File: src/rtl/tmr8_pkg.sv
package tmr8_pkg;
   localparam logic [2:0] ADDR_CTRL = 3'd0;
   localparam logic [2:0] ADDR_CNT  = 3'd1;
   localparam logic [2:0] ADDR_CMP  = 3'd2;
   localparam logic [2:0] ADDR_IEN  = 3'd3;
   localparam logic [2:0] ADDR_FLG  = 3'd4;

   localparam int unsigned SEL_W    = 3;
   localparam int unsigned NUM_TAPS = 1 << SEL_W;
   localparam logic [1:0]  MODE_CLR = 2'b10;

   // log2 of the division ratio picked by each clock-select code
   function automatic int unsigned tap_shift(int unsigned sel);
      case (sel)
         2: return 3;
         3: return 5;
         4: return 6;
         5: return 7;
         6: return 8;
         7: return 10;
         default: return 0;
      endcase
   endfunction
endpackage

File: src/rtl/tmr8_prescaler.sv
module tmr8_prescaler
   import tmr8_pkg::*;
#(
   parameter int unsigned PRE_W = 10
) (
   input  logic             clk,
   input  logic             rst_n,
   input  logic             tick_en,
   input  logic             restart,
   input  logic [SEL_W-1:0] sel,
   output logic             step
);
   logic [PRE_W-1:0]    pre_q;
   logic [NUM_TAPS-1:0] tap_hit;
   logic                run;

   if (PRE_W < tap_shift(NUM_TAPS - 1)) begin : g_bad_width
      $error("tmr8_prescaler: PRE_W too small for largest tap");
   end

   assign run = (sel != '0);

   assign tap_hit[0] = 1'b0;
   for (genvar k = 1; k < NUM_TAPS; k++) begin : g_tap
      localparam logic [PRE_W-1:0] MASK = PRE_W'((1 << tap_shift(k)) - 1);
      assign tap_hit[k] = ((pre_q & MASK) == MASK);
   end

   assign step = run && tick_en && tap_hit[sel];

   always_ff @(posedge clk or negedge rst_n) begin
      if (!rst_n)              pre_q <= '0;
      else if (restart)        pre_q <= '0;
      else if (run && tick_en) pre_q <= pre_q + 1'b1;
   end
endmodule

File: src/rtl/tmr8_counter.sv
module tmr8_counter #(
   parameter int unsigned CNT_W = 8
) (
   input  logic             clk,
   input  logic             rst_n,
   input  logic             step,
   input  logic             wr_cnt,
   input  logic [CNT_W-1:0] wdata,
   input  logic [CNT_W-1:0] cmp_q,
   input  logic [CNT_W-1:0] cmp_nx,
   input  logic             rearm,
   input  logic             clr_on_match,
   output logic [CNT_W-1:0] cnt_q,
   output logic             hit,
   output logic             wrap
);
   logic             skip_q, skip_d;
   logic [CNT_W-1:0] cnt_d;
   logic             adv;

   assign adv  = step && !wr_cnt;
   assign hit  = adv && (cnt_q == cmp_q) && !skip_q;
   assign wrap = adv && (cnt_q == '1) && !(hit && clr_on_match);

   always_comb begin
      if (wr_cnt)                    cnt_d = wdata;
      else if (hit && clr_on_match)  cnt_d = '0;
      else if (adv)                  cnt_d = cnt_q + 1'b1;
      else                           cnt_d = cnt_q;

      if (wr_cnt || rearm)           skip_d = (cnt_d == cmp_nx);
      else if (adv)                  skip_d = 1'b0;
      else                           skip_d = skip_q;
   end

   always_ff @(posedge clk or negedge rst_n) begin
      if (!rst_n) begin
         cnt_q  <= '0;
         skip_q <= 1'b0;
      end else begin
         cnt_q  <= cnt_d;
         skip_q <= skip_d;
      end
   end
endmodule

File: src/rtl/tmr8_events.sv
module tmr8_events (
   input  logic       clk,
   input  logic       rst_n,
   input  logic       hit,
   input  logic       wrap,
   input  logic [1:0] ien,
   input  logic       w1c,
   input  logic [1:0] w1c_bits,
   output logic [1:0] flg_q,
   output logic       irq_cmp,
   output logic       irq_ovf
);
   logic [1:0] flg_d;

   always_comb begin
      flg_d = w1c ? (flg_q & ~w1c_bits) : flg_q;
      if (hit)  flg_d[0] = !ien[0];
      if (wrap) flg_d[1] = 1'b1;
   end

   always_ff @(posedge clk or negedge rst_n) begin
      if (!rst_n) begin
         flg_q   <= '0;
         irq_cmp <= 1'b0;
         irq_ovf <= 1'b0;
      end else begin
         flg_q   <= flg_d;
         irq_cmp <= hit && ien[0];
         irq_ovf <= wrap && ien[1];
      end
   end
endmodule

File: src/rtl/tmr8_top.sv
module tmr8_top
   import tmr8_pkg::*;
#(
   parameter int unsigned CNT_W = 8,
   parameter int unsigned PRE_W = 10
) (
   input  logic             clk,
   input  logic             rst_n,
   input  logic             tick_en,
   input  logic             wr_en,
   input  logic [2:0]       addr,
   input  logic [CNT_W-1:0] wdata,
   output logic [CNT_W-1:0] rdata,
   output logic             irq_cmp,
   output logic             irq_ovf
);
   localparam int unsigned CTRL_W = SEL_W + 2;

   if (CNT_W < CTRL_W) begin : g_bad_cnt
      $error("tmr8_top: CNT_W must hold the control field");
   end

   logic [CTRL_W-1:0] ctrl_q;
   logic [CNT_W-1:0]  cmp_q, cmp_nx, cnt_q;
   logic [1:0]        ien_q, flg_q;
   logic              wr_ctrl, wr_cnt, wr_cmp, wr_ien, wr_flg;
   logic              start, step, hit, wrap, clr_on_match;

   assign wr_ctrl = wr_en && (addr == ADDR_CTRL);
   assign wr_cnt  = wr_en && (addr == ADDR_CNT);
   assign wr_cmp  = wr_en && (addr == ADDR_CMP);
   assign wr_ien  = wr_en && (addr == ADDR_IEN);
   assign wr_flg  = wr_en && (addr == ADDR_FLG);

   assign start        = wr_ctrl && (ctrl_q[SEL_W-1:0] == '0) && (wdata[SEL_W-1:0] != '0);
   assign cmp_nx       = wr_cmp ? wdata : cmp_q;
   assign clr_on_match = (ctrl_q[CTRL_W-1:SEL_W] == MODE_CLR);

   always_ff @(posedge clk or negedge rst_n) begin
      if (!rst_n) begin
         ctrl_q <= '0;
         cmp_q  <= '0;
         ien_q  <= '0;
      end else begin
         if (wr_ctrl) ctrl_q <= wdata[CTRL_W-1:0];
         if (wr_cmp)  cmp_q  <= wdata;
         if (wr_ien)  ien_q  <= wdata[1:0];
      end
   end

   tmr8_prescaler #(.PRE_W(PRE_W)) u_pre (
      .clk     (clk),
      .rst_n   (rst_n),
      .tick_en (tick_en),
      .restart (start || wr_cnt),
      .sel     (ctrl_q[SEL_W-1:0]),
      .step    (step)
   );

   tmr8_counter #(.CNT_W(CNT_W)) u_cnt (
      .clk          (clk),
      .rst_n        (rst_n),
      .step         (step),
      .wr_cnt       (wr_cnt),
      .wdata        (wdata),
      .cmp_q        (cmp_q),
      .cmp_nx       (cmp_nx),
      .rearm        (wr_cmp || start),
      .clr_on_match (clr_on_match),
      .cnt_q        (cnt_q),
      .hit          (hit),
      .wrap         (wrap)
   );

   tmr8_events u_evt (
      .clk      (clk),
      .rst_n    (rst_n),
      .hit      (hit),
      .wrap     (wrap),
      .ien      (ien_q),
      .w1c      (wr_flg),
      .w1c_bits (wdata[1:0]),
      .flg_q    (flg_q),
      .irq_cmp  (irq_cmp),
      .irq_ovf  (irq_ovf)
   );

   always_comb begin
      case (addr)
         ADDR_CTRL: rdata = CNT_W'(ctrl_q);
         ADDR_CNT:  rdata = cnt_q;
         ADDR_CMP:  rdata = cmp_q;
         ADDR_IEN:  rdata = CNT_W'(ien_q);
         ADDR_FLG:  rdata = CNT_W'(flg_q);
         default:   rdata = '0;
      endcase
   end
endmodule

File: config.mk
export PLATFORM = sky130hd
export DESIGN_NAME = tmr8_top
export DESIGN_NICKNAME = d
export VERILOG_FILES = /design/src/rtl/tmr8_pkg.sv /design/src/rtl/tmr8_prescaler.sv /design/src/rtl/tmr8_counter.sv /design/src/rtl/tmr8_events.sv /design/src/rtl/tmr8_top.sv
export SDC_FILE = /design/constraint.sdc
export NUM_CORES = 1
export LEC_CHECK = 0
export BUFFER_PORTS_ARGS = -buffer_cell sky130_fd_sc_hd__buf_2
export CAP_MARGIN = 25
export CORE_MARGIN = 2
export CORE_UTILIZATION = 30
export DETAILED_ROUTE_END_ITERATION = 12
export GPL_ROUTABILITY_DRIVEN = 0
export GPL_TIMING_DRIVEN = 0
export PLACE_DENSITY = 0.53
export RECOVER_POWER = 50
export SLEW_MARGIN = 20
export SYNTH_ARGS = -nofsm -noshare
export SYNTH_HDL_FRONTEND = slang
export SYNTH_SLANG_ARGS = --single-unit
File: constraint.sdc
create_clock -name clk -period 3.13 [get_ports clk]
set_input_delay 0.313 -clock clk [delete_from_list [all_inputs] [get_ports clk]]
set_output_delay 0.313 -clock clk [all_outputs]
set_load 0.05 [all_outputs]
==> results.cfg <==
[worst_setup_path]
reg2reg_depth = 12
rrSetupSlack_ns = 0.27
cp-start-kind = flip-flop
worstSetupPathType = reg -> reg
critPathLaunch = u_pre.pre_q[0]$_DFFE_PN0P_
critPathSlowestCell = dfrtp_1
max_stage_delay_ns = 0.41
critPathRequiredTime_ns = 3.35
path_max_fanout = 4
critical_path.cell_chain = ha_1 -> and3_1 -> ha_1 -> nand2b_1 -> a21oi_1 -> a2bb2oi_2 -> nor2_1 -> xnor2_1 -> o21a_1 -> a221oi_1 -> o2111ai_1 -> o21ai_1
critPathCapture = u_cnt.skip_q$_DFFE_PN0P_
worstPathArrival_ns = 3.08
r2r-start = u_pre.pre_q[0]$_DFFE_PN0P_
cp-end-kind = flip-flop
rr_endpoint = u_cnt.skip_q$_DFFE_PN0P_
critPathMostFrequentCell = ha_1

[synthesis]
ys_warn_count = 0
synth_xor_area_share_pct = 9.655
synthSimpleGateAreaFrac_pct = 19.63
synth_cells = 240
synth_compound_area_share_pct = 13.42
yosys.area.top_type = dfrtp_1
synth_top_family_by_area = simple AND/OR/NAND/NOR gates
synth_top_area_share_pct = 40.32
yosys_register_bits = 38
synth_edf_count = 0
synthAdderAreaFrac_pct = 2.122
yosys_most_used_dff = dfrtp_1
syn_area_um2 = 2359
syn_avg_cell_area_um2 = 9.827
synth_cell_types = 48
synth_mux_area_share_pct = 11.35
postSynthNetCount = 259
async_reset_ff_share_pct = 100.0
synth_area_leaders = dfrtp_1 (40%), mux2_2 (6.7%), xnor2_1 (6.3%)
ys_seq_area_share_pct = 40.32

[clock_tree]
clk_latency_ns = 0.29
cts.hold.buffers_added = 0
htree_levels = 2
cts_setup_buffers = 0
clock_sinks = 38
cts_max_path_buffers = 2
clkTransAtPathRegs_ns = 0.07
cts_tree = yes
numCtsBuffers = 5
cts-root-buf = clkbuf_8
cts_resized = 0

[worst_hold_path]
min_path_type = in -> reg

[routing]
drt-total-wl_um = 5766
dr.pass1.iters = 6
drtIter0Drc = 81
viasPerCell = 5.030
ant_nets = 0
num_vias = 1871
drc = 0
wl_per_cell_um = 15.50

[sta]
setup_viol = 0
setup_tns_ns = 0
fin_crit_sh_pct = 91.44
fin_worst_skew_ns = 0.007198
hold_viol_final = 0
maxSlewHeadroom_pct = -37.99
rsz0062_at_grt = false
worstMarginPinSlew_ns = 2.070
timing.fmax_mhz = 349.4
slew_viol_final = 39
period_minus_slack_ns = 2.862

[flow_run]
cap_violations = 1

[global_route]
grt_antenna_before_repair = 0
grt_pass1_wl_um = 9522
grt_pass1_vias = 1827
grt_usage_pct = 14.25
gr-total-overflow = 0
grt_max_degree = 39

[power]
pwr_density_cell_nw_per_um2 = 612.1
intPower_w = 0.001023
ir_worst_vdd_mv = 0.1507
swShare_pct = 37.57
clockPowerShare_pct = 20.3
switchingPower_w = 0.0006156
combPwrFrac_pct = 34.1
seqPwrFrac_pct = 45.6
p_leak_nw = 1.137

[die]
ios = 25
dieHeight_um = 92.67
rows = 32
die_w_um = 92.67
die-area_um2 = 8587
core_area_um2 = 7687
initial_core_util_pct = 30.68

[final_layout]
design_area_um2 = 2676
fillers = 834
final_common_cell = dfrtp_1
ff_latch_area_um2 = 950.9
final_cell_mix = dfrtp_1 (38), nor2_1 (25), buf_2 (20)
num_antenna_cells = 0
nets = 290
drive_above_1_share_pct = 19.26
multiInputGateArea_um2 = 1325
synthToLayoutAreaGrowth_pct = 13.47

[status]
status = finished with violations
violations = capacitance limit, slew limit

[placed_design]
hpwl_um = 4257
dpl_cell_area_um2 = 2606
port_buffers = 24
## stage by stage
stage | cells | util [%] | setup WS (ns) | power, W | hold slack [ns]
5_1_grt | 372 | 34.81 | 0.04350 | 0.001759 | 0.2958
6_report | 372 | 34.81 | 0.2681 | 0.001638 | 0.2795
2_1_floorplan | 240 | - | 0.6378 | 0.001148 | 0.01741
3_3_place_gp | 366 | 33.90 | 0.3094 | 0.001302 | 0.4747
4_1_cts | 372 | 34.98 | 0.2649 | 0.001653 | 0.1785
3_5_place_dp | 366 | 33.90 | 0.2842 | 0.001309 | 0.4896
## synthesized netlist by cell type, types with 7 or more instances
library cell / number
dfrtp_1: 38
o21ai_0: 8
nor2_1: 25
nand2_1: 19
xnor2_1: 17
mux2i_1: 11
xor2_1: 9
inv_1: 11
nand3_1: 8
a22oi_1: 7
mux2_2: 14
## state kept, by name (all words and copies together), names as in the netlist
| register | count |
|---|---|
| cmp_q | 8 |
| ctrl_q | 5 |
| ien_q | 2 |
| u_cnt.cnt_q | 8 |
| u_cnt.skip_q | 1 |
| u_evt.flg_q | 2 |
| u_evt.irq_cmp | 1 |
| u_evt.irq_ovf | 1 |
| u_pre.pre_q | 10 |
## kinds of logic (layout without fill, tap and decap cells)
group / after synthesis / after routing
XOR/XNOR: 26 / 26
AO/OA/AOI/OAI: 41 / 41
adder cells (fa/ha/maj): 4 / 4
buffers and inverters: 18 / 48
AND/OR/NAND/NOR: 88 / 88
flip-flops: 38 / 38
multiplexers: 25 / 25
## per-layer routing
metal | vias up | GRT usage [%] | share of wire [%] | routed length (µm)
met4 | 0 | 4.044 | 1.1 | 64
li1 | 912 | - | - | -
met5 | - | 0 | 0 | 0
met2 | 34 | 20.80 | 43 | 2455
met3 | 6 | 2.848 | 3.1 | 181
met1 | 919 | 21.30 | 53 | 3065
## final cells by class
| type | count | area share [%] |
|---|---|---|
| Multi-Input combinational cell | 184 | 49.51 |
| Sequential cell | 38 | 35.53 |
| Tap cell | 102 | 4.769 |
| Timing Repair Buffer | 24 | 4.301 |
| Clock buffer | 6 | 3.086 |
| Inverter | 11 | 1.543 |
| Buffer | 7 | 1.262 |
## power by group through the flow
| stage | registers, W | logic, W | clock network [W] |
|---|---|---|---|
| after floorplan | 0.000705 | 0.000443 | 0 |
| after detailed placement | 0.000754 | 0.000556 | 0 |
| after global placement | 0.000749 | 0.000553 | 0 |
| after global routing | 0.000764 | 0.000625 | 0.000369 |
| final | 0.000747 | 0.000558 | 0.000333 |
| after CTS | 0.000744 | 0.000559 | 0.000350 |
## how the worst min path moves through the flow
stage / from / end / slack [ns] / depth (start not counted)
finish: wdata[4] / ctrl_q[4]$_DFFE_PN0P_ / 0.28 / 2
global route: wdata[4] / ctrl_q[4]$_DFFE_PN0P_ / 0.30 / 2
CTS: rst_n / cmp_q[7]$_DFF_PN0_ / 0.18 / 1
detailed placement: rst_n / cmp_q[7]$_DFF_PN0_ / 0.49 / 1
global placement: u_evt.flg_q[1]$_DFFE_PN0P_ / u_evt.flg_q[1]$_DFFE_PN0P_ / 0.47 / 2
floorplan: rst_n / cmp_q[0]$_DFF_PN0_ / 0.02 / 0
## worst max-delay path, delay by kind of cell (launching register included)
kind | cells | cell delay (ns)
DFF | 1 | 0.41
AOI/OAI and AO/OA | 6 | 1.35
adders and majority gates | 2 | 0.41
and+or+nand+nor | 3 | 0.47
xor gates and xnor gates | 1 | 0.17
Note: power is estimated with default switching activity, not from simulation.
